`config.mk`:
```
export PLATFORM = sky130hd
export DESIGN_NAME = frame_list_streamer
export DESIGN_NICKNAME = d
export VERILOG_FILES = /design/src/rtl/fs_pkg.sv /design/src/rtl/fs_cmd_list.sv /design/src/rtl/fs_scan.sv /design/src/rtl/frame_list_streamer.sv
export SDC_FILE = /design/constraint.sdc
export NUM_CORES = 1
export LEC_CHECK = 0
export BUFFER_PORTS_ARGS = -buffer_cell sky130_fd_sc_hd__buf_4
export CAP_MARGIN = 10
export CORE_MARGIN = 3
export CORE_UTILIZATION = 53
export DETAILED_ROUTE_END_ITERATION = 12
export HOLD_SLACK_MARGIN = 0.03
export PLACE_DENSITY_LB_ADDON = 0.1
export SYNTH_ARGS = -nofsm -noshare
export SYNTH_HDL_FRONTEND = slang
export SYNTH_HIERARCHICAL = 1
export SYNTH_SLANG_ARGS = --single-unit
```
`constraint.sdc`:
```
create_clock -name clk -period 4.2 [get_ports clk]
set_clock_uncertainty 0.1 [all_clocks]
set_input_delay 0.63 -clock clk [delete_from_list [all_inputs] [get_ports clk]]
set_output_delay 0.63 -clock clk [all_outputs]
set_load 0.01 [all_outputs]
```
`src/rtl/fs_pkg.sv`:
```
`timescale 1ns/1ps
package fs_pkg;

    localparam int VAL_W        = 16;
    localparam int DIM_W        = 16;
    localparam int SLOT_W       = 32;
    localparam int CMD_FLAG_BIT = 23;

    typedef enum logic [2:0] {
        ST_IDLE,
        ST_LIST,
        ST_FETCH,
        ST_WAIT,
        ST_HI,
        ST_LO
    } fs_state_e;

    typedef struct packed {
        logic             is_cmd;
        logic [VAL_W-1:0] value;
    } fs_beat_t;

    typedef struct packed {
        logic [DIM_W-1:0] h;
        logic [DIM_W-1:0] w;
    } fs_dims_t;

    function automatic fs_beat_t slot_to_beat(input logic [SLOT_W-1:0] word);
        fs_beat_t b;
        b.is_cmd = word[CMD_FLAG_BIT];
        b.value  = word[VAL_W-1:0];
        return b;
    endfunction

    function automatic fs_dims_t unpack_dims(input logic [SLOT_W-1:0] word);
        return fs_dims_t'(word);
    endfunction

    function automatic logic dims_empty(input logic [SLOT_W-1:0] word);
        fs_dims_t d;
        d = unpack_dims(word);
        return (d.w == '0) || (d.h == '0);
    endfunction

    function automatic logic [VAL_W-1:0] byte_lane(input logic [VAL_W-1:0] px,
                                                   input logic upper);
        return upper ? {8'h00, px[15:8]} : {8'h00, px[7:0]};
    endfunction

endpackage

```
`src/rtl/fs_cmd_list.sv`:
```
`timescale 1ns/1ps
module fs_cmd_list
    import fs_pkg::*;
#(
    parameter int DEPTH = 16,
    localparam int AW   = (DEPTH > 1) ? $clog2(DEPTH) : 1
) (
    input  logic              clk,
    input  logic              wr_en,
    input  logic [AW-1:0]     wr_idx,
    input  logic [SLOT_W-1:0] wr_data,
    input  logic [AW-1:0]     rd_idx,
    output fs_beat_t          rd_beat
);

    logic [SLOT_W-1:0] slots [DEPTH];

    always_ff @(posedge clk) begin
        if (wr_en) begin
            slots[wr_idx] <= wr_data;
        end
    end

    assign rd_beat = slot_to_beat(slots[rd_idx]);

endmodule

```
`src/rtl/fs_scan.sv`:
```
`timescale 1ns/1ps
module fs_scan
    import fs_pkg::*;
#(
    parameter int ADDR_W = 32
) (
    input  logic              clk,
    input  logic              rst,
    input  logic              load,
    input  logic              step,
    input  logic [SLOT_W-1:0] frame_size,
    input  logic [SLOT_W-1:0] layer_size,
    input  logic              layer_en,
    input  logic [ADDR_W-1:0] base_addr,
    input  logic [DIM_W-1:0]  pitch_bytes,
    output logic [ADDR_W-1:0] pix_addr,
    output logic              in_layer,
    output logic              at_last
);

    fs_dims_t          frame_q;
    fs_dims_t          layer_q;
    logic              len_q;
    logic [DIM_W-1:0]  pitch_q;
    logic [DIM_W-1:0]  x_q;
    logic [DIM_W-1:0]  y_q;
    logic [ADDR_W-1:0] row_q;
    logic              row_end;

    assign row_end  = (x_q == frame_q.w - 1'b1);
    assign at_last  = row_end && (y_q == frame_q.h - 1'b1);
    assign in_layer = len_q && (x_q < layer_q.w) && (y_q < layer_q.h);
    assign pix_addr = row_q + (ADDR_W'(x_q) << 1);

    always_ff @(posedge clk) begin
        if (rst) begin
            frame_q <= '0;
            layer_q <= '0;
            len_q   <= 1'b0;
            pitch_q <= '0;
            x_q     <= '0;
            y_q     <= '0;
            row_q   <= '0;
        end else if (load) begin
            frame_q <= unpack_dims(frame_size);
            layer_q <= unpack_dims(layer_size);
            len_q   <= layer_en;
            pitch_q <= pitch_bytes;
            x_q     <= '0;
            y_q     <= '0;
            row_q   <= base_addr;
        end else if (step) begin
            if (row_end) begin
                x_q   <= '0;
                y_q   <= y_q + 1'b1;
                row_q <= row_q + ADDR_W'(pitch_q);
            end else begin
                x_q <= x_q + 1'b1;
            end
        end
    end

    // the scan never advances from a position outside the frame
    a_r5_step_in_frame: assert property (@(posedge clk) disable iff (rst)
        step |-> (x_q < frame_q.w) && (y_q < frame_q.h));

endmodule

```
`src/rtl/frame_list_streamer.sv`:
```
`timescale 1ns/1ps
module frame_list_streamer
    import fs_pkg::*;
#(
    parameter int LIST_DEPTH = 16,
    parameter int ADDR_W     = 32,
    localparam int LIST_AW   = (LIST_DEPTH > 1) ? $clog2(LIST_DEPTH) : 1
) (
    input  logic               clk,
    input  logic               rst,
    input  logic               run,
    input  logic               list_en,
    input  logic               layer_en,
    input  logic               narrow,
    input  logic [LIST_AW-1:0] list_last,
    input  logic [31:0]        frame_size,
    input  logic [31:0]        layer_size,
    input  logic [15:0]        pitch_bytes,
    input  logic [ADDR_W-1:0]  base_addr,
    input  logic [15:0]        bg_color,
    input  logic               list_wr_en,
    input  logic [LIST_AW-1:0] list_wr_idx,
    input  logic [31:0]        list_wr_data,
    output logic               fb_rd_en,
    output logic [ADDR_W-1:0]  fb_rd_addr,
    input  logic [15:0]        fb_rd_data,
    output logic               out_valid,
    input  logic               out_ready,
    output logic               out_is_cmd,
    output logic [15:0]        out_data,
    output logic               frame_done
);

    fs_state_e          state_q;
    logic               run_q;
    logic [LIST_AW-1:0] idx_q;
    logic [LIST_AW-1:0] last_q;
    logic               narrow_q;
    logic               empty_q;
    logic [VAL_W-1:0]   bg_q;
    logic [VAL_W-1:0]   pix_q;
    logic               done_q;

    logic               start;
    logic               accept;
    logic               pix_finish;
    logic               scan_step;
    logic               scan_in_layer;
    logic               scan_last;
    fs_beat_t           slot_beat;
    fs_beat_t           beat;

    assign start  = run && !run_q && (state_q == ST_IDLE);
    assign accept = out_valid && out_ready;

    // The final beat of a pixel is being accepted
    assign pix_finish = accept &&
                        (((state_q == ST_HI) && !narrow_q) || (state_q == ST_LO));
    assign scan_step  = pix_finish && !scan_last;

    fs_cmd_list #(.DEPTH(LIST_DEPTH)) u_list (
        .clk     (clk),
        .wr_en   (list_wr_en),
        .wr_idx  (list_wr_idx),
        .wr_data (list_wr_data),
        .rd_idx  (idx_q),
        .rd_beat (slot_beat)
    );

    fs_scan #(.ADDR_W(ADDR_W)) u_scan (
        .clk         (clk),
        .rst         (rst),
        .load        (start),
        .step        (scan_step),
        .frame_size  (frame_size),
        .layer_size  (layer_size),
        .layer_en    (layer_en),
        .base_addr   (base_addr),
        .pitch_bytes (pitch_bytes),
        .pix_addr    (fb_rd_addr),
        .in_layer    (scan_in_layer),
        .at_last     (scan_last)
    );

    assign fb_rd_en = (state_q == ST_FETCH) && scan_in_layer;

    always_comb begin
        beat      = '0;
        out_valid = 1'b0;
        unique case (state_q)
            ST_LIST: begin
                out_valid = 1'b1;
                beat      = slot_beat;
            end
            ST_HI: begin
                out_valid    = 1'b1;
                beat.is_cmd  = 1'b0;
                beat.value   = narrow_q ? byte_lane(pix_q, 1'b1) : pix_q;
            end
            ST_LO: begin
                out_valid    = 1'b1;
                beat.is_cmd  = 1'b0;
                beat.value   = byte_lane(pix_q, 1'b0);
            end
            default: begin
                out_valid = 1'b0;
            end
        endcase
    end

    assign out_is_cmd = beat.is_cmd;
    assign out_data   = beat.value;
    assign frame_done = done_q;

    always_ff @(posedge clk) begin
        if (rst) begin
            state_q  <= ST_IDLE;
            run_q    <= 1'b0;
            idx_q    <= '0;
            last_q   <= '0;
            narrow_q <= 1'b0;
            empty_q  <= 1'b0;
            bg_q     <= '0;
            pix_q    <= '0;
            done_q   <= 1'b0;
        end else begin
            run_q  <= run;
            done_q <= 1'b0;
            unique case (state_q)
                ST_IDLE: begin
                    if (start) begin
                        idx_q    <= '0;
                        last_q   <= list_last;
                        narrow_q <= narrow;
                        empty_q  <= dims_empty(frame_size);
                        bg_q     <= bg_color;
                        if (list_en) begin
                            state_q <= ST_LIST;
                        end else if (dims_empty(frame_size)) begin
                            done_q <= 1'b1;
                        end else begin
                            state_q <= ST_FETCH;
                        end
                    end
                end
                ST_LIST: begin
                    if (accept) begin
                        if (idx_q == last_q) begin
                            if (empty_q) begin
                                done_q  <= 1'b1;
                                state_q <= ST_IDLE;
                            end else begin
                                state_q <= ST_FETCH;
                            end
                        end else begin
                            idx_q <= idx_q + 1'b1;
                        end
                    end
                end
                ST_FETCH: begin
                    if (scan_in_layer) begin
                        state_q <= ST_WAIT;
                    end else begin
                        pix_q   <= bg_q;
                        state_q <= ST_HI;
                    end
                end
                ST_WAIT: begin
                    pix_q   <= fb_rd_data;
                    state_q <= ST_HI;
                end
                ST_HI, ST_LO: begin
                    if (accept && (state_q == ST_HI) && narrow_q) begin
                        state_q <= ST_LO;
                    end else if (pix_finish) begin
                        if (scan_last) begin
                            done_q  <= 1'b1;
                            state_q <= ST_IDLE;
                        end else begin
                            state_q <= ST_FETCH;
                        end
                    end
                end
                default: state_q <= ST_IDLE;
            endcase
        end
    end

    // a stalled request keeps its content
    a_r9_hold_on_stall: assert property (@(posedge clk) disable iff (rst)
        out_valid && !out_ready |=> out_valid && $stable(out_data) && $stable(out_is_cmd));

    // done is a single-cycle pulse
    a_r8_done_pulse: assert property (@(posedge clk) disable iff (rst)
        frame_done |=> !frame_done);

    // nothing is in flight while done is raised
    a_r8_done_quiet: assert property (@(posedge clk) disable iff (rst)
        frame_done |-> !out_valid && !fb_rd_en);

    // the slot index stays within the programmed list
    a_r3_slot_bound: assert property (@(posedge clk) disable iff (rst)
        (state_q == ST_LIST) |-> (idx_q <= last_q));

    // pixel bytes on the narrow path keep the upper byte clear
    a_r7_narrow_byte: assert property (@(posedge clk) disable iff (rst)
        out_valid && narrow_q && (state_q == ST_HI || state_q == ST_LO)
        |-> (out_data[15:8] == 8'h00));

    // a read is followed by the capture cycle
    a_r5_read_then_capture: assert property (@(posedge clk) disable iff (rst)
        fb_rd_en |=> (state_q == ST_WAIT) && !out_valid);

endmodule

```
==> out/qor.txt <==
Worst setup EP type - output port
die height - 210 um
Slew Limit Headroom - 27.6%
CP startpoint kind - flop
Worst-path clk slew - 0.06 ns
Reg2Reg Depth - 17
most common cell after layout, fill and taps aside - buf_4
CP required - 3.47 ns
cell taking the most area after synthesis - edfxtp_1
via count - 15800
Leak - 9.95 nW
clock latency on the worst-skew pair - 0.60 ns
DP HPWL - 38000 um
Nets - 2381
r2r endpoint - u_scan/x_q[15]
CP Buf/Inv Count - 3
top-area cell type share of the netlist area - 36.9%
crit-path most repeated cell - buf_4
I/O Buffers - 228
Max clock buf depth - 3
Post-synth ARST share - 0%
first-pass iteration count of the detailed router - 8
mapped cell area - 22100 um^2
Starting Density - 54.0%
CP arrival - 3.35 ns
WS Path Type - flop to output port
# Max-Cap Violations - 0
Ys Warns - 6
CP top delay family - compound AO/OA/AOI/OAI gates
Post-DRT Antenna Nets - 0
vias in the first global route - 15500
Final Slew Violations - 0
HP Start - run
Period minus WS final - 4.08 ns
DIE WIDTH - 210 um
largest net degree at the start of global routing - 69
Num CTS Buffers - 48
Register-to-Register Setup Slack - 0.25 ns
initial antenna violation count - 2
H-tree depth - 2
vias per inst - 5.87
Yosys reg bits - 464
slowest CP cell - fa_2
cell area after placement - 24600 um^2
hold_buf cts - 0
Final Util - 64.2%
routability cong. - 0.920
Design Power - 0.0123 W
post-synth cell types - 81
synth top area cells - edfxtp_1 37%, dfxtp_1 17%, mux4_2 6.6%
final hold viol count - 0
CTS tree - done
first-pass GRT wire length - 87000 um
RSZ-0062 raised after global routing - true
worst hold path depth - 2
fillers - 3215
First DRT Iteration DRCs - 1189
syn_area_per_cell - 11.8 um^2
fmax - 0.245 GHz
number of synthesized flops with an enable pin - 272
IO Pins - 244
Syn-to-layout area delta - 19.0%
Peak VDD IR - 0.347 mV
full die area - 44300 um^2
commonest register cell after synthesis - edfxtp_1
Root Buffer - clkbuf_16
Hold Crit Endpoint - run_q
CTS sink cnt - 464
Slew @ Worst Pin - 1.09 ns
Tcrit/Tclk final - 97.0%
total gr overflow - 0
proportion of layout cells with a drive suffix above 1 - 22.3%
CP cell instances - ha_4 > inv_1 > fa_2 > nor2b_2 > o31a_1 > o211ai_1 > a21oi_2 > o2111ai_2 > a311oi_2 > buf_4 > o21ai_1 > xnor2_1 > buf_4
min-delay worst type - primary input to flop
Syn Nets - 2135
most frequent cells in the layout - 286 x buf_4, 272 x edfxtp_1, 213 x nor2_1, 187 x dfxtp_1, 135 x nand2_1
Register Area - 12000 um^2
# DRC - 0
multi-input combinational cell area - 9580 um^2
DR WL/cell - 21.2 um
routed wire length - 56900 um
Final setup viols - 0
worst-path fanout max - 5
max incr delay on CP - 0.41 ns
FF-to-FF Start - u_scan/frame_q[0]
fin area - 26300 um^2
power per cell area - 468 nW/um^2
Syn Inst Count - 1874
row cnt - 74
core area - 41000 um^2
status - finished, final reports clean
Seq/Total Area, Yosys - 54.3%
gr usage total - 25.2%
-- per-stage QoR --
stage / worst slack (ns) / hold WS [ns] / TNS (ns) / instances
after floorplan: 0.104 / 0.336 / 0 / 1874
after global placement: 0.0331 / 0.344 / 0 / 2595
after detailed placement: -0.113 / 0.347 / -0.569 / 2595
after CTS: 0.00315 / 0.132 / 0 / 2681
after global routing: -0.0565 / 0.157 / -0.149 / 2690
final: 0.124 / 0.164 / 0 / 2690
-- cells by family after synthesis --
family / after synthesis / share of synthesized area (%)
mux: 175 / 11.8
xor+xnor: 105 / 4.22
buf+inv: 162 / 3.25
compound gates: 320 / 9.90
fa+ha+maj: 69 / 3.97
flops: 464 / 54.3
simple gates: 579 / 12.6
-- repair_timing --
| item | in CTS | in global routing |
|---|---|---|
| cloned | 0 | 0 |
| setup buffers | 0 | 7 |
| setup endpoints to repair | 15 | 74 |
| resized for setup | 3 | 32 |
| pin swaps | 1 | 11 |
-- flip-flops by register name, summed over array words and instances (netlist names) --
signal and flops:
run_q 1, pix_q 16, u_scan/pitch_q 16, empty_q 1
last_q 4, u_list/slots 272, idx_q 4, u_scan/frame_q 32
u_scan/y_q 16, u_scan/x_q 16, u_scan/len_q 1, u_scan/row_q 32
u_scan/layer_q 32, frame_done 1, narrow_q 1, bg_q 16
state_q 3
-- power by group --
group	internal [W]	switching, W
registers	0.00511	0.000280
clock network	0.00242	0.00176
logic	0.00134	0.00144
-- worst max-delay path by stage --
stage	from	depth (start not counted)	to
2_1_floorplan	u_scan/frame_q[16]	19	u_scan/x_q[10]
3_3_place_gp	u_scan/frame_q[16]	18	u_scan/x_q[10]
3_5_place_dp	u_scan/frame_q[16]	18	u_scan/x_q[15]
4_1_cts	u_scan/frame_q[16]	18	u_scan/x_q[14]
5_1_grt	u_scan/row_q[1]	13	fb_rd_addr[31]
6_report	u_scan/row_q[1]	13	fb_rd_addr[25]
-- per-layer routing --
metal	global-route usage (%)	part of all wire (%)
met4	8.27	2.8
met5	0	0
met3	3.88	5.0
met1	32.0	41
met2	44.4	51
-- cells in the mapped netlist (7+ instances only) --
master,n
nand4_1,24
nand2b_1,20
a22o_1,8
nand2_1,136
a21o_1,18
buf_2,16
nor2b_1,11
ha_1,67
nor3_1,39
a211oi_1,32
o21a_1,10
edfxtp_1,272
nor4_1,14
o31ai_1,10
o21bai_1,7
a21oi_1,81
o21ai_0,42
or3_1,24
clkbuf_1,58
xor2_1,42
a222oi_1,8
a22oi_1,34
or4_1,9
inv_1,64
nor2_1,215
mux2i_1,106
a31oi_1,11
a311oi_1,24
mux4_2,65
buf_1,7
nand3_1,29
dfxtp_1,192
xnor2_1,62
and3_1,16
-- area by class of cell --
type,count,share of cell area (%)
Inverter,66,0.959
Antenna cell,2,0.0190
Timing Repair Buffer,292,8.60
Clock inverter,22,0.841
Clock buffer,64,5.05
Sequential cell,464,45.6
Tap cell,532,2.53
Multi-Input combinational cell,1248,36.4
Note: power is estimated with default switching activity, not from simulation.
